$ cat src/rtl/fx_seq_pkg.sv
package fx_seq_pkg;

    typedef enum logic [1:0] {
        PH_Q1 = 2'd0,
        PH_Q2 = 2'd1,
        PH_Q3 = 2'd2,
        PH_Q4 = 2'd3
    } phase_e;

    typedef enum logic [2:0] {
        OP_NOP,
        OP_ALU,
        OP_GOTO,
        OP_CALL,
        OP_RET
    } op_e;

    typedef enum logic {
        SL_RUN,
        SL_REDIRECT
    } slot_e;

    localparam logic [2:0] TAG_GOTO = 3'b101;
    localparam logic [2:0] TAG_CALL = 3'b100;
    localparam int unsigned RET_CODE = 8;

endpackage

$ cat src/rtl/fx_phase_gen.sv
module fx_phase_gen
    import fx_seq_pkg::*;
(
    input  logic   clk,
    input  logic   rst_n,
    output phase_e phase
);

    phase_e state_q;
    phase_e state_d;

    always_ff @(posedge clk or negedge rst_n) begin
        if (!rst_n) begin
            state_q <= PH_Q2;
        end else begin
            state_q <= state_d;
        end
    end

    always_comb begin
        state_d = state_q;
        unique case (state_q)
            PH_Q1: state_d = PH_Q2;
            PH_Q2: state_d = PH_Q3;
            PH_Q3: state_d = PH_Q4;
            PH_Q4: state_d = PH_Q1;
            default: state_d = PH_Q1;
        endcase
    end

    assign phase = state_q;

endmodule

$ cat src/rtl/fx_decode.sv
module fx_decode
    import fx_seq_pkg::*;
#(
    parameter int IW   = 14,
    parameter int PC_W = 11,
    parameter int DA_W = 7
) (
    input  logic [IW-1:0]   ir,
    output op_e             op,
    output logic [PC_W-1:0] target,
    output logic [DA_W-1:0] daddr,
    output logic            wr_dest
);

    localparam logic [IW-1:0] RET_WORD = IW'(RET_CODE);

    logic [2:0] tag;
    assign tag = ir[IW-1 -: 3];

    always_comb begin
        if (ir == '0) begin
            op = OP_NOP;
        end else if (ir == RET_WORD) begin
            op = OP_RET;
        end else if (tag == TAG_GOTO) begin
            op = OP_GOTO;
        end else if (tag == TAG_CALL) begin
            op = OP_CALL;
        end else begin
            op = OP_ALU;
        end
    end

    assign target  = ir[PC_W-1:0];
    assign daddr   = ir[DA_W-1:0];
    assign wr_dest = ir[DA_W];

endmodule

$ cat src/rtl/fx_ret_stack.sv
module fx_ret_stack #(
    parameter int DEPTH = 8,
    parameter int AW    = 13
) (
    input  logic          clk,
    input  logic          rst_n,
    input  logic          push,
    input  logic          pop,
    input  logic [AW-1:0] push_addr,
    output logic [AW-1:0] top_addr
);

    localparam int PW = (DEPTH > 1) ? $clog2(DEPTH) : 1;

    logic [AW-1:0] slot_q [DEPTH];
    logic [PW-1:0] ptr_q;
    logic [PW-1:0] ptr_dec;

    assign ptr_dec  = (ptr_q == '0) ? PW'(DEPTH - 1) : ptr_q - 1'b1;
    assign top_addr = slot_q[ptr_dec];

    always_ff @(posedge clk or negedge rst_n) begin
        if (!rst_n) begin
            ptr_q <= '0;
        end else if (push) begin
            ptr_q <= (ptr_q == PW'(DEPTH - 1)) ? '0 : ptr_q + 1'b1;
        end else if (pop) begin
            ptr_q <= ptr_dec;
        end
    end

    for (genvar g = 0; g < DEPTH; g++) begin : g_slot
        always_ff @(posedge clk or negedge rst_n) begin
            if (!rst_n) begin
                slot_q[g] <= '0;
            end else if (push && (ptr_q == PW'(g))) begin
                slot_q[g] <= push_addr;
            end
        end
    end

endmodule

$ cat src/rtl/fx_seq.sv
module fx_seq
    import fx_seq_pkg::*;
#(
    parameter int IW        = 14,
    parameter int PC_W      = 11,
    parameter int DA_W      = 7,
    parameter int STK_DEPTH = 8,
    parameter int STK_W     = 13
) (
    input  logic            clk,
    input  logic            rst_n,
    input  logic [IW-1:0]   pmem_data,
    output logic [PC_W-1:0] pmem_addr,
    output logic [1:0]      seq_phase,
    output logic [IW-1:0]   exec_ir,
    output logic            flush_nop,
    output logic [DA_W-1:0] dmem_addr,
    output logic            dmem_rd,
    output logic            dmem_wr
);

    phase_e          phase;
    op_e             op;
    logic [PC_W-1:0] br_target;
    logic            wr_dest;
    logic [STK_W-1:0] stk_top;
    logic            do_push;
    logic            do_pop;
    logic            is_branch;

    slot_e           slot_q;
    logic [PC_W-1:0] fetch_pc_q;
    logic [PC_W-1:0] redirect_pc_q;
    logic [IW-1:0]   ir_q;
    logic            flush_q;

    fx_phase_gen u_phase (
        .clk   (clk),
        .rst_n (rst_n),
        .phase (phase)
    );

    fx_decode #(
        .IW   (IW),
        .PC_W (PC_W),
        .DA_W (DA_W)
    ) u_dec (
        .ir      (ir_q),
        .op      (op),
        .target  (br_target),
        .daddr   (dmem_addr),
        .wr_dest (wr_dest)
    );

    assign is_branch = (op == OP_GOTO) || (op == OP_CALL) || (op == OP_RET);
    assign do_push   = (phase == PH_Q4) && (op == OP_CALL);
    assign do_pop    = (phase == PH_Q4) && (op == OP_RET);

    fx_ret_stack #(
        .DEPTH (STK_DEPTH),
        .AW    (STK_W)
    ) u_stack (
        .clk       (clk),
        .rst_n     (rst_n),
        .push      (do_push),
        .pop       (do_pop),
        .push_addr (STK_W'(fetch_pc_q)),
        .top_addr  (stk_top)
    );

    // Slot state: a redirect is decided in Q4 and applied at the end of Q1.
    always_ff @(posedge clk or negedge rst_n) begin
        if (!rst_n) begin
            slot_q        <= SL_RUN;
            redirect_pc_q <= '0;
        end else begin
            unique case (slot_q)
                SL_RUN: begin
                    if (phase == PH_Q4 && is_branch) begin
                        slot_q        <= SL_REDIRECT;
                        redirect_pc_q <= (op == OP_RET) ? stk_top[PC_W-1:0] : br_target;
                    end
                end
                SL_REDIRECT: begin
                    if (phase == PH_Q1) begin
                        slot_q <= SL_RUN;
                    end
                end
                default: slot_q <= SL_RUN;
            endcase
        end
    end

    // Fetch address and instruction register, both updated at the end of Q1.
    always_ff @(posedge clk or negedge rst_n) begin
        if (!rst_n) begin
            fetch_pc_q <= '0;
            ir_q       <= '0;
            flush_q    <= 1'b0;
        end else if (phase == PH_Q1) begin
            if (slot_q == SL_REDIRECT) begin
                fetch_pc_q <= redirect_pc_q;
                ir_q       <= '0;
                flush_q    <= 1'b1;
            end else begin
                fetch_pc_q <= fetch_pc_q + 1'b1;
                ir_q       <= pmem_data;
                flush_q    <= 1'b0;
            end
        end
    end

    // Output process: phase-qualified strobes.
    always_comb begin
        dmem_rd = 1'b0;
        dmem_wr = 1'b0;
        unique case (phase)
            PH_Q1: ;
            PH_Q2: dmem_rd = (op == OP_ALU);
            PH_Q3: ;
            PH_Q4: dmem_wr = (op == OP_ALU) && wr_dest;
            default: ;
        endcase
    end

    assign pmem_addr = fetch_pc_q;
    assign seq_phase = phase;
    assign exec_ir   = ir_q;
    assign flush_nop = flush_q;

endmodule

$ cat config.mk
export PLATFORM = sky130hd
export DESIGN_NAME = fx_seq
export DESIGN_NICKNAME = d
export VERILOG_FILES = /design/src/rtl/fx_seq_pkg.sv /design/src/rtl/fx_phase_gen.sv /design/src/rtl/fx_decode.sv /design/src/rtl/fx_ret_stack.sv /design/src/rtl/fx_seq.sv
export SDC_FILE = /design/constraint.sdc
export NUM_CORES = 1
export LEC_CHECK = 0
export BUFFER_PORTS_ARGS = -buffer_cell sky130_fd_sc_hd__buf_2
export CORE_UTILIZATION = 50
export DETAILED_ROUTE_END_ITERATION = 7
export GPL_TIMING_DRIVEN = 0
export PLACE_DENSITY = 0.68
export SLEW_MARGIN = 20
export SYNTH_ARGS = -nofsm -noshare
export SYNTH_HDL_FRONTEND = slang
export SYNTH_SLANG_ARGS = --single-unit
$ cat constraint.sdc
create_clock -name clk -period 6.31 [get_ports clk]
set_input_delay 0 -clock clk [delete_from_list [all_inputs] [get_ports clk]]
set_output_delay 0 -clock clk [all_outputs]
set_load 0.02 [all_outputs]
==> impl_metrics.py, run 1 <==
metrics = {
    "clocking": {
        "ctsRootBufferMaster": "sky130_fd_sc_hd__clkbuf_16",
        "cts-htree-levels": 4,
        "tritoncts": "built",
        "postcts_setup_bufs": 0,
        "cts-buffers-inserted": 17,
        "clkSlewWorstSetupHoldPaths_ps": 50,
        "post_cts.resized_instances": 0,
        "insertion_delay_ps": 420,
        "clock_sinks": 131,
        "ctsLongestPathBuffers": 2,
    },
    "timing": {
        "final_worst_path_cycle_share_pct": 58.4,
        "post-route-min-period_ps": 3690,
        "worst_slew_pin_tran_ps": 873,
        "setup_violations": 0,
        "setup_repair_after_global_routing_missed_its_margin": "no",
        "timing.slew.headroom_pct": 41.8,
        "setup_total_negative_slack_ps": 0,
        "finalClockSkew_ps": 7.36,
        "timing_max_transition_violations_final": 0,
        "hold_viol_final": 0,
        "max_freq_mhz": 271,
    },
    "yosys": {
        "synth_cell_types": 48,
        "synth.cell_area_um2": 6440,
        "synth-seq-area-share_pct": 50.9,
        "async_flop_share_pct": 100,
        "post_synth_inst_count": 552,
        "syn_nets": 581,
        "ys_warn_count": 0,
        "synth-edff-count": 0,
        "yosys_most_used_dff": "sky130_fd_sc_hd__dfrtp_1",
        "syn_avg_cell_area_um2": 11.7,
        "ys_seq_elements": 131,
    },
    "detailed_routing": {
        "viasPerCell": 5.88,
        "dr.pass1.iters": 5,
        "detailroute.via_count": 4844,
        "routed_wirelength_um": 16600,
        "drc": 0,
        "antenna_left": 0,
        "drt_iter0_drc": 364,
        "dr_wl_cell_um": 20.1,
    },
    "final_layout": {
        "area_delta_synth_final_pct": 19.7,
        "drive_gt1_share_pct": 33.7,
        "postLayoutCellArea_um2": 7710,
        "finish.net_count": 668,
        "num_antenna_cells": 0,
        "fillCellCount": 978,
    },
    "setup_path": {
        "crit_path_top_delay_cell": "sky130_fd_sc_hd__buf_2",
        "critical_path.cell_chain": "buf_2, buf_2, inv_1, clkbuf_1, ha_1, and2_1, buf_2, nor2_1, buf_2, mux4_2, a222oi_1, nand2_1",
        "worstReg2RegEnd": "redirect_pc_q[5]$_DFFE_PN0P_",
        "timing.critical_path.from": "u_stack.ptr_q[0]$_DFFE_PN0P_",
        "crit_arrival_ps": 3980,
        "startpoint_of_the_lowest_slack_register_to_register_path": "u_stack.ptr_q[0]$_DFFE_PN0P_",
        "timing.setup.critical_path_class": "flip-flop to flip-flop",
        "slowest_delay_ps": 400,
        "critical-path-top-delay-family": "buffers and inverters",
        "worst_r2r_path_depth": 12,
        "setup.worst_path.end_class": "flip-flop",
        "setup.reg_to_reg.worst_slack_ps": 2620,
        "setup.worst_path.start_class": "flip-flop",
        "timing.critical_path.required_ps": 6610,
        "path_common_cell": "sky130_fd_sc_hd__buf_2",
        "critical_path.max_fanout": 12,
        "cp_num_buf_inv": 6,
    },
    "placement": {
        "final_wtd_congestion": 0.903,
        "place.detailed.hpwl_um": 11700,
        "placedInstanceArea_um2": 6960,
        "io_buffer_count": 52,
    },
    "flow_run": {
        "max-cap-violations": 0,
    },
    "power": {
        "p_switching_uw": 915,
        "cell_internal_pwr_uw": 1900,
        "power.share.combinational_pct": 27.2,
        "power.switching_fraction_pct": 32.5,
        "p_leak_uw": 0.00368,
        "ir_drop_mv": 0.190,
        "pwr-share-clk_pct": 35.4,
        "seq_power_share_pct": 37.4,
        "p_per_area_nw_per_um2": 365,
    },
    "global_routing": {
        "grt_overflow": 0,
        "first_global_vias": 4942,
        "wire_length_of_the_first_global_routing_pass_um": 26100,
        "grt_max_degree": 73,
        "grt_antenna_before_repair": 0,
        "track_usage_pct": 27.0,
    },
    "floorplanning": {
        "num_io_pins": 53,
        "fp.coreArea_um2": 12600,
        "initial_utilization_pct": 51.3,
        "floorplan.rows": 41,
        "die_x_um": 116,
        "floorplan.die_area_um2": 13300,
        "dieHeight_um": 116,
    },
    "run_status": {
        "status": "completed",
    },
    "hold_path": {
        "hold_path.class": "input port to async pin",
    },
}
[worst max path at each step]
stage                     depth (start not counted)  slack, ps                           end
after floorplan                                  12       3450  redirect_pc_q[5]$_DFFE_PN0P_
after global placement                           12       2680  redirect_pc_q[5]$_DFFE_PN0P_
after detailed placement                         12       2690  redirect_pc_q[5]$_DFFE_PN0P_
after CTS                                        12       2660  redirect_pc_q[5]$_DFFE_PN0P_
after global routing                             12       2460  redirect_pc_q[5]$_DFFE_PN0P_
final                                            12       2620  redirect_pc_q[5]$_DFFE_PN0P_
[timing repair]
| item | in CTS | in global routing |
|---|---|---|
| setup endpoints to repair | 0 | 0 |
| hold buffers | 15 | 0 |
| hold endpoints to repair | 145 | 0 |
[power by group through the flow]
stage	combinational, uW	clock [uW]	sequential (uW)
6_report	765	997	1050
2_1_floorplan	482	0	1070
4_1_cts	759	1010	1050
3_5_place_dp	748	0	1060
5_1_grt	824	1050	1070
3_3_place_gp	721	0	1050
[cell usage after synthesis, types with 7 or more instances]
cell type / number / area (um^2)
sky130_fd_sc_hd__a21oi_1: 13 / 65.1
sky130_fd_sc_hd__a22o_1: 7 / 61.3
sky130_fd_sc_hd__a31o_2: 14 / 123
sky130_fd_sc_hd__a31oi_1: 14 / 87.6
sky130_fd_sc_hd__and3_1: 9 / 56.3
sky130_fd_sc_hd__buf_2: 18 / 90.1
sky130_fd_sc_hd__buf_4: 9 / 67.6
sky130_fd_sc_hd__clkbuf_1: 18 / 67.6
sky130_fd_sc_hd__dfrtp_1: 130 / 3250
sky130_fd_sc_hd__ha_1: 13 / 163
sky130_fd_sc_hd__inv_1: 11 / 41.3
sky130_fd_sc_hd__mux2_2: 73 / 822
sky130_fd_sc_hd__mux2i_1: 10 / 100
sky130_fd_sc_hd__mux4_2: 14 / 315
sky130_fd_sc_hd__nand2_1: 48 / 180
sky130_fd_sc_hd__nand3_1: 17 / 85.1
sky130_fd_sc_hd__nor2_1: 16 / 60.1
sky130_fd_sc_hd__nor2b_1: 14 / 87.6
sky130_fd_sc_hd__nor3_1: 7 / 35.0
sky130_fd_sc_hd__nor4b_1: 7 / 61.3
sky130_fd_sc_hd__o21ai_0: 33 / 165
[cells by family (layout without fill, tap and decap cells)]
family                   count (synthesis)  in the layout  share of synthesized area, %
AO/OA/AOI/OAI                          107            107                          11.2
adder cells (fa/ha/maj)                 13             13                          2.52
buffers and inverters                   65            165                          4.89
flip-flops                             131            131                          50.9
multiplexers                            97             97                          19.2
AND/OR/NAND/NOR                        139            139                          11.3
[flip-flops by register name, summed over array words and instances (netlist names)]
| signal | count |
|---|---|
| redirect_pc_q | 11 |
| u_stack.ptr_q | 3 |
| u_phase.phase | 2 |
| exec_ir | 14 |
| u_stack.slot_q | 88 |
| pmem_addr | 11 |
| flush_nop | 1 |
| slot_q | 1 |
[through the flow]
step,hold slack (ps),utilization [%],setup WS (ps),total power [uW],cells
2_1_floorplan,-296,-,3450,1550,552
3_3_place_gp,244,55.1,2680,1780,776
3_5_place_dp,-47.7,55.4,2690,1810,777
4_1_cts,111,61.4,2660,2820,824
5_1_grt,142,61.4,2460,2940,824
6_report,97.5,61.4,2620,2810,824
[per-layer routing]
| metal | global-route usage (%) | vias to the layer above | share of wire [%] |
|---|---|---|---|
| li1 | - | 2187 | - |
| met1 | 33.8 | 2446 | 43 |
| met2 | 43.6 | 177 | 49 |
| met3 | 7.58 | 34 | 5.1 |
| met4 | 12.6 | 0 | 2.3 |
| met5 | 0 | - | 0 |
[worst register-to-register path, cell delays in order, from the launching register on]
cell and delay, ps:
sky130_fd_sc_hd__dfrtp_1 380, sky130_fd_sc_hd__buf_2 250, sky130_fd_sc_hd__buf_2 340, sky130_fd_sc_hd__inv_1 120
sky130_fd_sc_hd__clkbuf_1 290, sky130_fd_sc_hd__ha_1 360, sky130_fd_sc_hd__and2_1 160, sky130_fd_sc_hd__buf_2 170
sky130_fd_sc_hd__nor2_1 300, sky130_fd_sc_hd__buf_2 400, sky130_fd_sc_hd__mux4_2 400, sky130_fd_sc_hd__a222oi_1 320
sky130_fd_sc_hd__nand2_1 80
[cell usage in the layout (no fill, tap or decap), drive strengths merged, types with 2 or more instances in the layout]
| master | instances |
|---|---|
| nor4b | 7 |
| mux2i | 10 |
| nand3 | 17 |
| a21oi | 13 |
| a222oi | 4 |
| clkinvlp | 2 |
| o41ai | 3 |
| nor2b | 14 |
| o22ai | 2 |
| a31o | 14 |
| a221oi | 3 |
| nand2b | 2 |
| a31oi | 14 |
| or3 | 2 |
| nand4 | 4 |
| dfrtp | 130 |
| o21ai | 33 |
| inv | 11 |
| and2 | 3 |
| bufinv | 3 |
| clkbuf | 40 |
| dlygate4sd3 | 15 |
| nand2 | 48 |
| o221ai | 2 |
| buf | 88 |
| nor3 | 9 |
| clkinv | 6 |
| o31ai | 6 |
| ha | 13 |
| or2 | 2 |
| a311oi | 3 |
| mux4 | 14 |
| and3 | 9 |
| nor4 | 3 |
| a22o | 7 |
| nor2 | 16 |
| mux2 | 73 |
[cell type report]
cell class | count | area [um^2] | share of cell area (%)
inverters | 12 | 45.0 | 0.584
clock inverters | 10 | 130 | 1.69
multi-input cells | 356 | 2850 | 36.9
well taps | 172 | 215 | 2.79
repair buffers | 68 | 448 | 5.81
clock buffers | 22 | 474 | 6.15
flip-flops and latches | 131 | 3280 | 42.5
plain buffers | 53 | 270 | 3.50
Note: power is estimated with default switching activity, not from simulation.
==> run 2: changes to the inputs <==
--- a/config.mk
+++ b/config.mk
@@ -5,11 +5,12 @@
 export SDC_FILE = /design/constraint.sdc
 export NUM_CORES = 1
 export LEC_CHECK = 0
+export ABC_AREA = 1
 export BUFFER_PORTS_ARGS = -buffer_cell sky130_fd_sc_hd__buf_2
 export CORE_UTILIZATION = 50
 export DETAILED_ROUTE_END_ITERATION = 7
 export GPL_TIMING_DRIVEN = 0
-export PLACE_DENSITY = 0.68
+export PLACE_DENSITY = 0.67
 export SLEW_MARGIN = 20
 export SYNTH_ARGS = -nofsm -noshare
 export SYNTH_HDL_FRONTEND = slang
==> constraint.sdc (replaced) <==
create_clock -name clk -period 3.4 [get_ports clk]
set_input_delay 0 -clock clk [delete_from_list [all_inputs] [get_ports clk]]
set_output_delay 0 -clock clk [all_outputs]
set_load 0.02 [all_outputs]
==> impl_metrics.py, run 2 <==
metrics = {
    "run_status": {
        "status": "completed",
    },
    "floorplanning": {
        "floorplan.rows": 41,
        "floorplan.die_area_um2": 13500,
        "dieHeight_um": 116,
        "fp.coreArea_um2": 12700,
        "initial_utilization_pct": 51.3,
        "num_io_pins": 53,
        "die_x_um": 116,
    },
    "setup_path": {
        "critical-path-top-delay-family": "buffers and inverters",
        "crit_arrival_ps": 2770,
        "path_common_cell": "sky130_fd_sc_hd__nand3_1",
        "critical_path.cell_chain": "buf_4, inv_2, buf_2, ha_1, nand2_4, nand2_4, buf_2, nand3_1, nand3_1, nand3_1, nand2_1, nand2_1",
        "setup.worst_path.start_class": "flip-flop",
        "timing.setup.critical_path_class": "flip-flop to flip-flop",
        "cp_num_buf_inv": 4,
        "timing.critical_path.required_ps": 3700,
        "slowest_delay_ps": 400,
        "setup.reg_to_reg.worst_slack_ps": 940,
        "timing.critical_path.from": "u_stack.ptr_q[0]$_DFFE_PN0P_",
        "setup.worst_path.end_class": "flip-flop",
        "worst_r2r_path_depth": 12,
        "critical_path.max_fanout": 12,
        "crit_cells": 12,
        "worstReg2RegEnd": "redirect_pc_q[8]$_DFFE_PN0P_",
        "critical_path.endpoint": "redirect_pc_q[8]$_DFFE_PN0P_",
        "startpoint_of_the_lowest_slack_register_to_register_path": "u_stack.ptr_q[0]$_DFFE_PN0P_",
        "crit_path_top_delay_cell": "sky130_fd_sc_hd__dfrtp_1",
    },
    "detailed_routing": {
        "dr.pass1.iters": 5,
        "routed_wirelength_um": 18500,
        "dr_wl_cell_um": 16.7,
        "antenna_left": 0,
        "drc": 0,
        "drt_iter0_drc": 556,
        "viasPerCell": 5.29,
        "detailroute.via_count": 5859,
    },
    "placement": {
        "place.detailed.hpwl_um": 12700,
        "final_wtd_congestion": 0.852,
        "preCtsSetupSlack_ps": 965,
        "io_buffer_count": 52,
        "placedInstanceArea_um2": 7020,
    },
    "final_layout": {
        "fillCellCount": 1166,
        "layout.cells.most_common_list": "286 x sky130_fd_sc_hd__nand2_1, 130 x sky130_fd_sc_hd__dfrtp_1, 113 x sky130_fd_sc_hd__o21ai_0",
        "drive_gt1_share_pct": 14.9,
        "num_antenna_cells": 0,
        "finish.net_count": 952,
        "layout.cells.most_common": "sky130_fd_sc_hd__nand2_1",
        "area_delta_synth_final_pct": 19.0,
        "largest-register": "u_stack.slot_q",
        "postLayoutCellArea_um2": 7740,
        "largest_register_ffs": 88,
    },
    "power": {
        "power.share.combinational_pct": 34.7,
        "p_per_area_nw_per_um2": 749,
        "cell_internal_pwr_uw": 3560,
        "p_switching_uw": 2230,
        "seq_power_share_pct": 34.2,
        "ir_drop_mv": 0.451,
        "power.switching_fraction_pct": 38.5,
        "p_leak_uw": 0.00385,
        "pwr-share-clk_pct": 31.1,
    },
    "clocking": {
        "insertion_delay_ps": 420,
        "tritoncts": "built",
        "ctsRootBufferMaster": "sky130_fd_sc_hd__clkbuf_16",
        "cts-buffers-inserted": 17,
        "ctsLongestPathBuffers": 2,
        "clkSlewWorstSetupHoldPaths_ps": 60,
        "cts-htree-levels": 4,
        "postcts_setup_bufs": 0,
        "post_cts.resized_instances": 0,
        "clock_sinks": 131,
    },
    "yosys": {
        "ys_warn_count": 0,
        "synth_area_leaders": "sky130_fd_sc_hd__dfrtp_1 50%, sky130_fd_sc_hd__nand2_1 17%, sky130_fd_sc_hd__o21ai_0 8.7%",
        "post-synth-top-count-cell": "sky130_fd_sc_hd__nand2_1",
        "yosys_most_used_dff": "sky130_fd_sc_hd__dfrtp_1",
        "syn_nets": 865,
        "synth-edff-count": 0,
        "ys_seq_elements": 131,
        "post_synth_inst_count": 836,
        "synth.cell_area_um2": 6500,
        "synth-seq-area-share_pct": 50.4,
        "async_flop_share_pct": 100,
        "synth.largest_area_cell": "sky130_fd_sc_hd__dfrtp_1",
        "synth.cells.most_frequent": "286 x sky130_fd_sc_hd__nand2_1, 130 x sky130_fd_sc_hd__dfrtp_1, 113 x sky130_fd_sc_hd__o21ai_0, 83 x sky130_fd_sc_hd__nand3_1, 69 x sky130_fd_sc_hd__inv_1",
        "post-synth-top-area-fraction_pct": 50.0,
        "synth_cell_types": 29,
        "syn_avg_cell_area_um2": 7.78,
    },
    "global_routing": {
        "track_usage_pct": 29.9,
        "grt_util_met3_pct": 5.39,
        "wire_length_of_the_first_global_routing_pass_um": 29500,
        "grt_util_met1_pct": 41.6,
        "first_global_vias": 5605,
        "grt_antenna_before_repair": 0,
        "groute.layer.met2.usage_pct": 46.8,
        "grt_overflow": 0,
        "gr-max-usage-layer": "met2",
        "grt_max_degree": 75,
    },
    "timing": {
        "max_freq_mhz": 406,
        "timing_max_transition_violations_final": 0,
        "worst_slew_pin_tran_ps": 714,
        "setup_ws_ps": 938,
        "post-route-min-period_ps": 2460,
        "final_worst_path_cycle_share_pct": 72.4,
        "setup_total_negative_slack_ps": 0,
        "setup_repair_after_global_routing_missed_its_margin": "no",
        "timing.slew.headroom_pct": 52.4,
        "finalClockSkew_ps": 7.65,
        "setup_violations": 0,
        "hold_viol_final": 0,
    },
    "hold_path": {
        "hold_path.class": "input port to async pin",
    },
    "flow_run": {
        "max-cap-violations": 0,
    },
}
-- run 2: cell count changes after synthesis, sizes merged, moves of 26 or more --
cell	delta
inv	+62
mux2	-73
nand2	+241
nand3	+67
nor2	+26
o21ai	+81
-- run 2: cell families after synthesis --
group                    share of synthesized area [%]
AND/OR/NAND/NOR                                   27.6
flip-flops                                        50.4
buffers and inverters                             8.75
AO/OA/AOI/OAI                                     10.0
adder cells (fa/ha/maj)                           2.50
XOR/XNOR                                         0.673
-- run 2: worst min path at each step --
stage	startpoint	endpoint	slack (ps)	cells after the start
floorplan	rst_n	exec_ir[0]$_DFFE_PN0N_	-300	0
global placement	pmem_data[8]	exec_ir[8]$_DFFE_PN0N_	210	3
detailed placement	rst_n	u_stack.slot_q[60]$_DFFE_PN0P_	-50	1
CTS	rst_n	u_stack.slot_q[57]$_DFFE_PN0P_	110	2
global route	rst_n	u_stack.slot_q[58]$_DFFE_PN0P_	140	2
finish	rst_n	u_stack.slot_q[60]$_DFFE_PN0P_	100	2
-- run 2: power groups by stage --
stage,registers [uW],logic (uW),clock network (uW)
final,1980,2010,1800
after floorplan,2020,1250,0
after global placement,1990,1950,0
after global routing,2010,2240,1890
after detailed placement,2000,1970,0
after CTS,1970,2000,1820
-- run 2: final cells by class --
| cell class | instances | area [um^2] | share of cell area, % |
|---|---|---|---|
| Sequential cell | 131 | 3280 | 42.4 |
| Multi-Input combinational cell | 575 | 2650 | 34.3 |
| Timing Repair Buffer | 68 | 448 | 5.79 |
| Clock buffer | 19 | 433 | 5.59 |
| Inverter | 77 | 289 | 3.73 |
| Buffer | 53 | 280 | 3.62 |
| Tap cell | 172 | 215 | 2.78 |
| Clock inverter | 12 | 140 | 1.81 |
-- run 2: repair_timing --
item / in CTS / in global routing
hold endpoints to repair: 145 / 0
hold buffers: 15 / 0
setup endpoints to repair: 0 / 0
-- run 2: through the flow --
stage | hold slack (ps) | total power, uW | instances | util, %
global placement | 212 | 3930 | 1060 | 55.1
CTS | 110 | 5790 | 1107 | 61.1
floorplan | -296 | 3270 | 836 | -
global route | 144 | 6140 | 1107 | 61.1
detailed placement | -48.8 | 3970 | 1061 | 55.4
finish | 102 | 5790 | 1107 | 61.1
-- run 2: worst reg2reg max path: cells and delay by family, from the launching register on --
family,cells,cell delay (ps)
buffers and inverters,4,860
DFF,1,400
and+or+nand+nor,7,800
adders and majority gates,1,280
-- run 2: per-layer routing --
metal / vias to the layer above / wire [um]
li1: 2818 / -
met1: 2837 / 8390
met2: 180 / 8770
met3: 24 / 905
met4: 0 / 424
met5: - / 0
==> run 3: changes to the inputs <==
==> constraint.sdc (replaced) <==
create_clock -name clk -period 2.47 [get_ports clk]
set_input_delay 0 -clock clk [delete_from_list [all_inputs] [get_ports clk]]
set_output_delay 0 -clock clk [all_outputs]
set_load 0.02 [all_outputs]
==> impl_metrics.py, run 3 (same netlist as run 2, synthesis figures left out) <==
metrics = {
    "global_routing": {
        "grt_overflow": 0,
        "grt_antenna_before_repair": 0,
        "track_usage_pct": 29.9,
        "wire_length_of_the_first_global_routing_pass_um": 29500,
        "first_global_vias": 5605,
        "grt_max_degree": 75,
    },
    "power": {
        "p_per_area_nw_per_um2": 1030,
        "p_leak_uw": 0.00385,
        "ir_drop_mv": 0.620,
    },
    "floorplanning": {
        "floorplan.die_area_um2": 13500,
        "dieHeight_um": 116,
        "floorplan.rows": 41,
        "fp.coreArea_um2": 12700,
        "num_io_pins": 53,
        "die_x_um": 116,
        "initial_utilization_pct": 51.3,
    },
    "final_layout": {
        "layout.cells.most_common": "sky130_fd_sc_hd__nand2_1",
        "postLayoutCellArea_um2": 7740,
        "area_used_by_sequential_logic_in_the_layout_um2": 3280,
        "multiInputGateArea_um2": 2650,
        "largest-register": "u_stack.slot_q",
        "drive_gt1_share_pct": 14.8,
        "num_antenna_cells": 0,
        "area_delta_synth_final_pct": 19.0,
        "fillCellCount": 1168,
        "layout.cells.most_common_list": "286 x sky130_fd_sc_hd__nand2_1, 130 x sky130_fd_sc_hd__dfrtp_1, 113 x sky130_fd_sc_hd__o21ai_0",
        "largest_register_ffs": 88,
        "finish.net_count": 951,
    },
    "placement": {
        "place.detailed.hpwl_um": 12700,
        "io_buffer_count": 52,
        "final_wtd_congestion": 0.852,
        "preCtsSetupSlack_ps": 35.2,
        "placedInstanceArea_um2": 7020,
    },
    "setup_path": {
        "cp_num_buf_inv": 3,
        "path_common_cell": "sky130_fd_sc_hd__nand3_1",
        "setup.worst_path.end_class": "flip-flop",
        "startpoint_of_the_lowest_slack_register_to_register_path": "u_stack.ptr_q[0]$_DFFE_PN0P_",
        "setup.worst_path.start_class": "flip-flop",
        "timing.critical_path.from": "u_stack.ptr_q[0]$_DFFE_PN0P_",
        "critical_path.max_fanout": 18,
        "timing.critical_path.required_ps": 2780,
        "critical_path.cell_chain": "buf_4, inv_4, ha_1, nand2_4, nand2_4, buf_2, nand3_1, nand3_1, nand3_1, nand2_1, nand2_1",
        "crit_path_top_delay_cell": "sky130_fd_sc_hd__dfrtp_1",
        "crit_arrival_ps": 2560,
        "timing.setup.critical_path_class": "flip-flop to flip-flop",
        "slowest_delay_ps": 400,
        "critical-path-top-delay-family": "simple AND/OR/NAND/NOR gates",
    },
    "timing": {
        "setup_ws_ps": 219,
        "final_worst_path_cycle_share_pct": 91.1,
        "timing.slew.headroom_pct": 52.9,
        "timing_max_transition_violations_final": 0,
        "setup_repair_after_global_routing_missed_its_margin": "no",
        "hold_viol_final": 0,
        "finalClockSkew_ps": 11.8,
        "post-route-min-period_ps": 2250,
        "hold-worst-slack_ps": 113,
        "worst_slew_pin_tran_ps": 706,
        "setup_total_negative_slack_ps": 0,
        "setup_violations": 0,
        "max_freq_mhz": 444,
    },
    "detailed_routing": {
        "dr_wl_met3_um": 912,
        "dr.pass1.iters": 5,
        "top_signal_layer_used": "met4",
        "dr_wl_cell_um": 16.7,
        "antenna_left": 0,
        "routed_wirelength_um": 18500,
        "detailroute.via_count": 5874,
        "dr_wl_met2_um": 8730,
        "drt-met1-wl_um": 8360,
        "drc": 0,
        "viasPerCell": 5.31,
        "drt_iter0_drc": 577,
    },
    "flow_run": {
        "max-cap-violations": 0,
    },
    "run_status": {
        "status": "completed",
    },
    "clocking": {
        "clock_sinks": 131,
        "cts-buffers-inserted": 17,
        "ctsLongestPathBuffers": 2,
        "insertion_delay_ps": 420,
        "clkSlewWorstSetupHoldPaths_ps": 60,
        "cts-htree-levels": 4,
        "ctsRootBufferMaster": "sky130_fd_sc_hd__clkbuf_16",
        "postcts_setup_bufs": 0,
        "tritoncts": "built",
    },
    "hold_path": {
        "hold_path.class": "input port to async pin",
    },
}
## run 3: changes by cell type in the layout (fill, tap and decap cells not counted), sizes merged
cell / previous run / this run
buf: 92 / 91
## run 3: worst reg2reg max path: cells and delay by family, from the launching register on
family                     cells  cell delay (ps)
and+or+nand+nor                7              820
DFF                            1              400
buffers and inverters          3              650
adders and majority gates      1              270
## run 3: repair_timing
item                                   4_1_cts  5_1_grt
endpoints found under the hold margin      145        0
setup endpoints to repair                    0        9
hold buffers                                15        0
resized for setup                            0        2
## run 3: cell type report
class | instances | share of cell area, %
inverter | 77 | 3.77
sequential | 131 | 42.4
clock buffer | 19 | 5.60
tap | 172 | 2.78
buffer | 52 | 3.56
timing repair buffer | 68 | 5.79
multi-input combinational | 575 | 34.3
clock inverter | 12 | 1.81
## run 3: path summary, 6_finish.rpt
check,endpoint,slack [ps],depth (start not counted)
max in group asynchronous,flush_nop$_DFFE_PN0N_,1660,3
max,redirect_pc_q[8]$_DFFE_PN0P_,220,11
min,u_stack.slot_q[57]$_DFFE_PN0P_,110,2
min reg2reg,u_stack.slot_q[99]$_DFFE_PN0P_,480,2
max reg2reg,redirect_pc_q[8]$_DFFE_PN0P_,220,11
min in group clk,exec_ir[9]$_DFFE_PN0N_,340,4
## run 3: where the power goes
part	internal [uW]	leakage (uW)	switching [uW]
Sequential	2470	0.00175	257
Clock	1560	0.000282	914
Combinational	868	0.00182	1900
## run 3: layer usage
layer | global-route usage [%] | vias up
met5 | 0 | -
met4 | 11.5 | 0
met3 | 5.39 | 28
met2 | 46.8 | 196
met1 | 41.6 | 2831
li1 | - | 2819
## run 3: per-stage QoR
step                      cells  util, %  power [uW]
after floorplan             836        -        4500
after global placement     1060     55.1        5420
after detailed placement   1061     55.4        5460
after CTS                  1107     61.1        7970
after global routing       1106     61.1        8450
final                      1106     61.1        7980
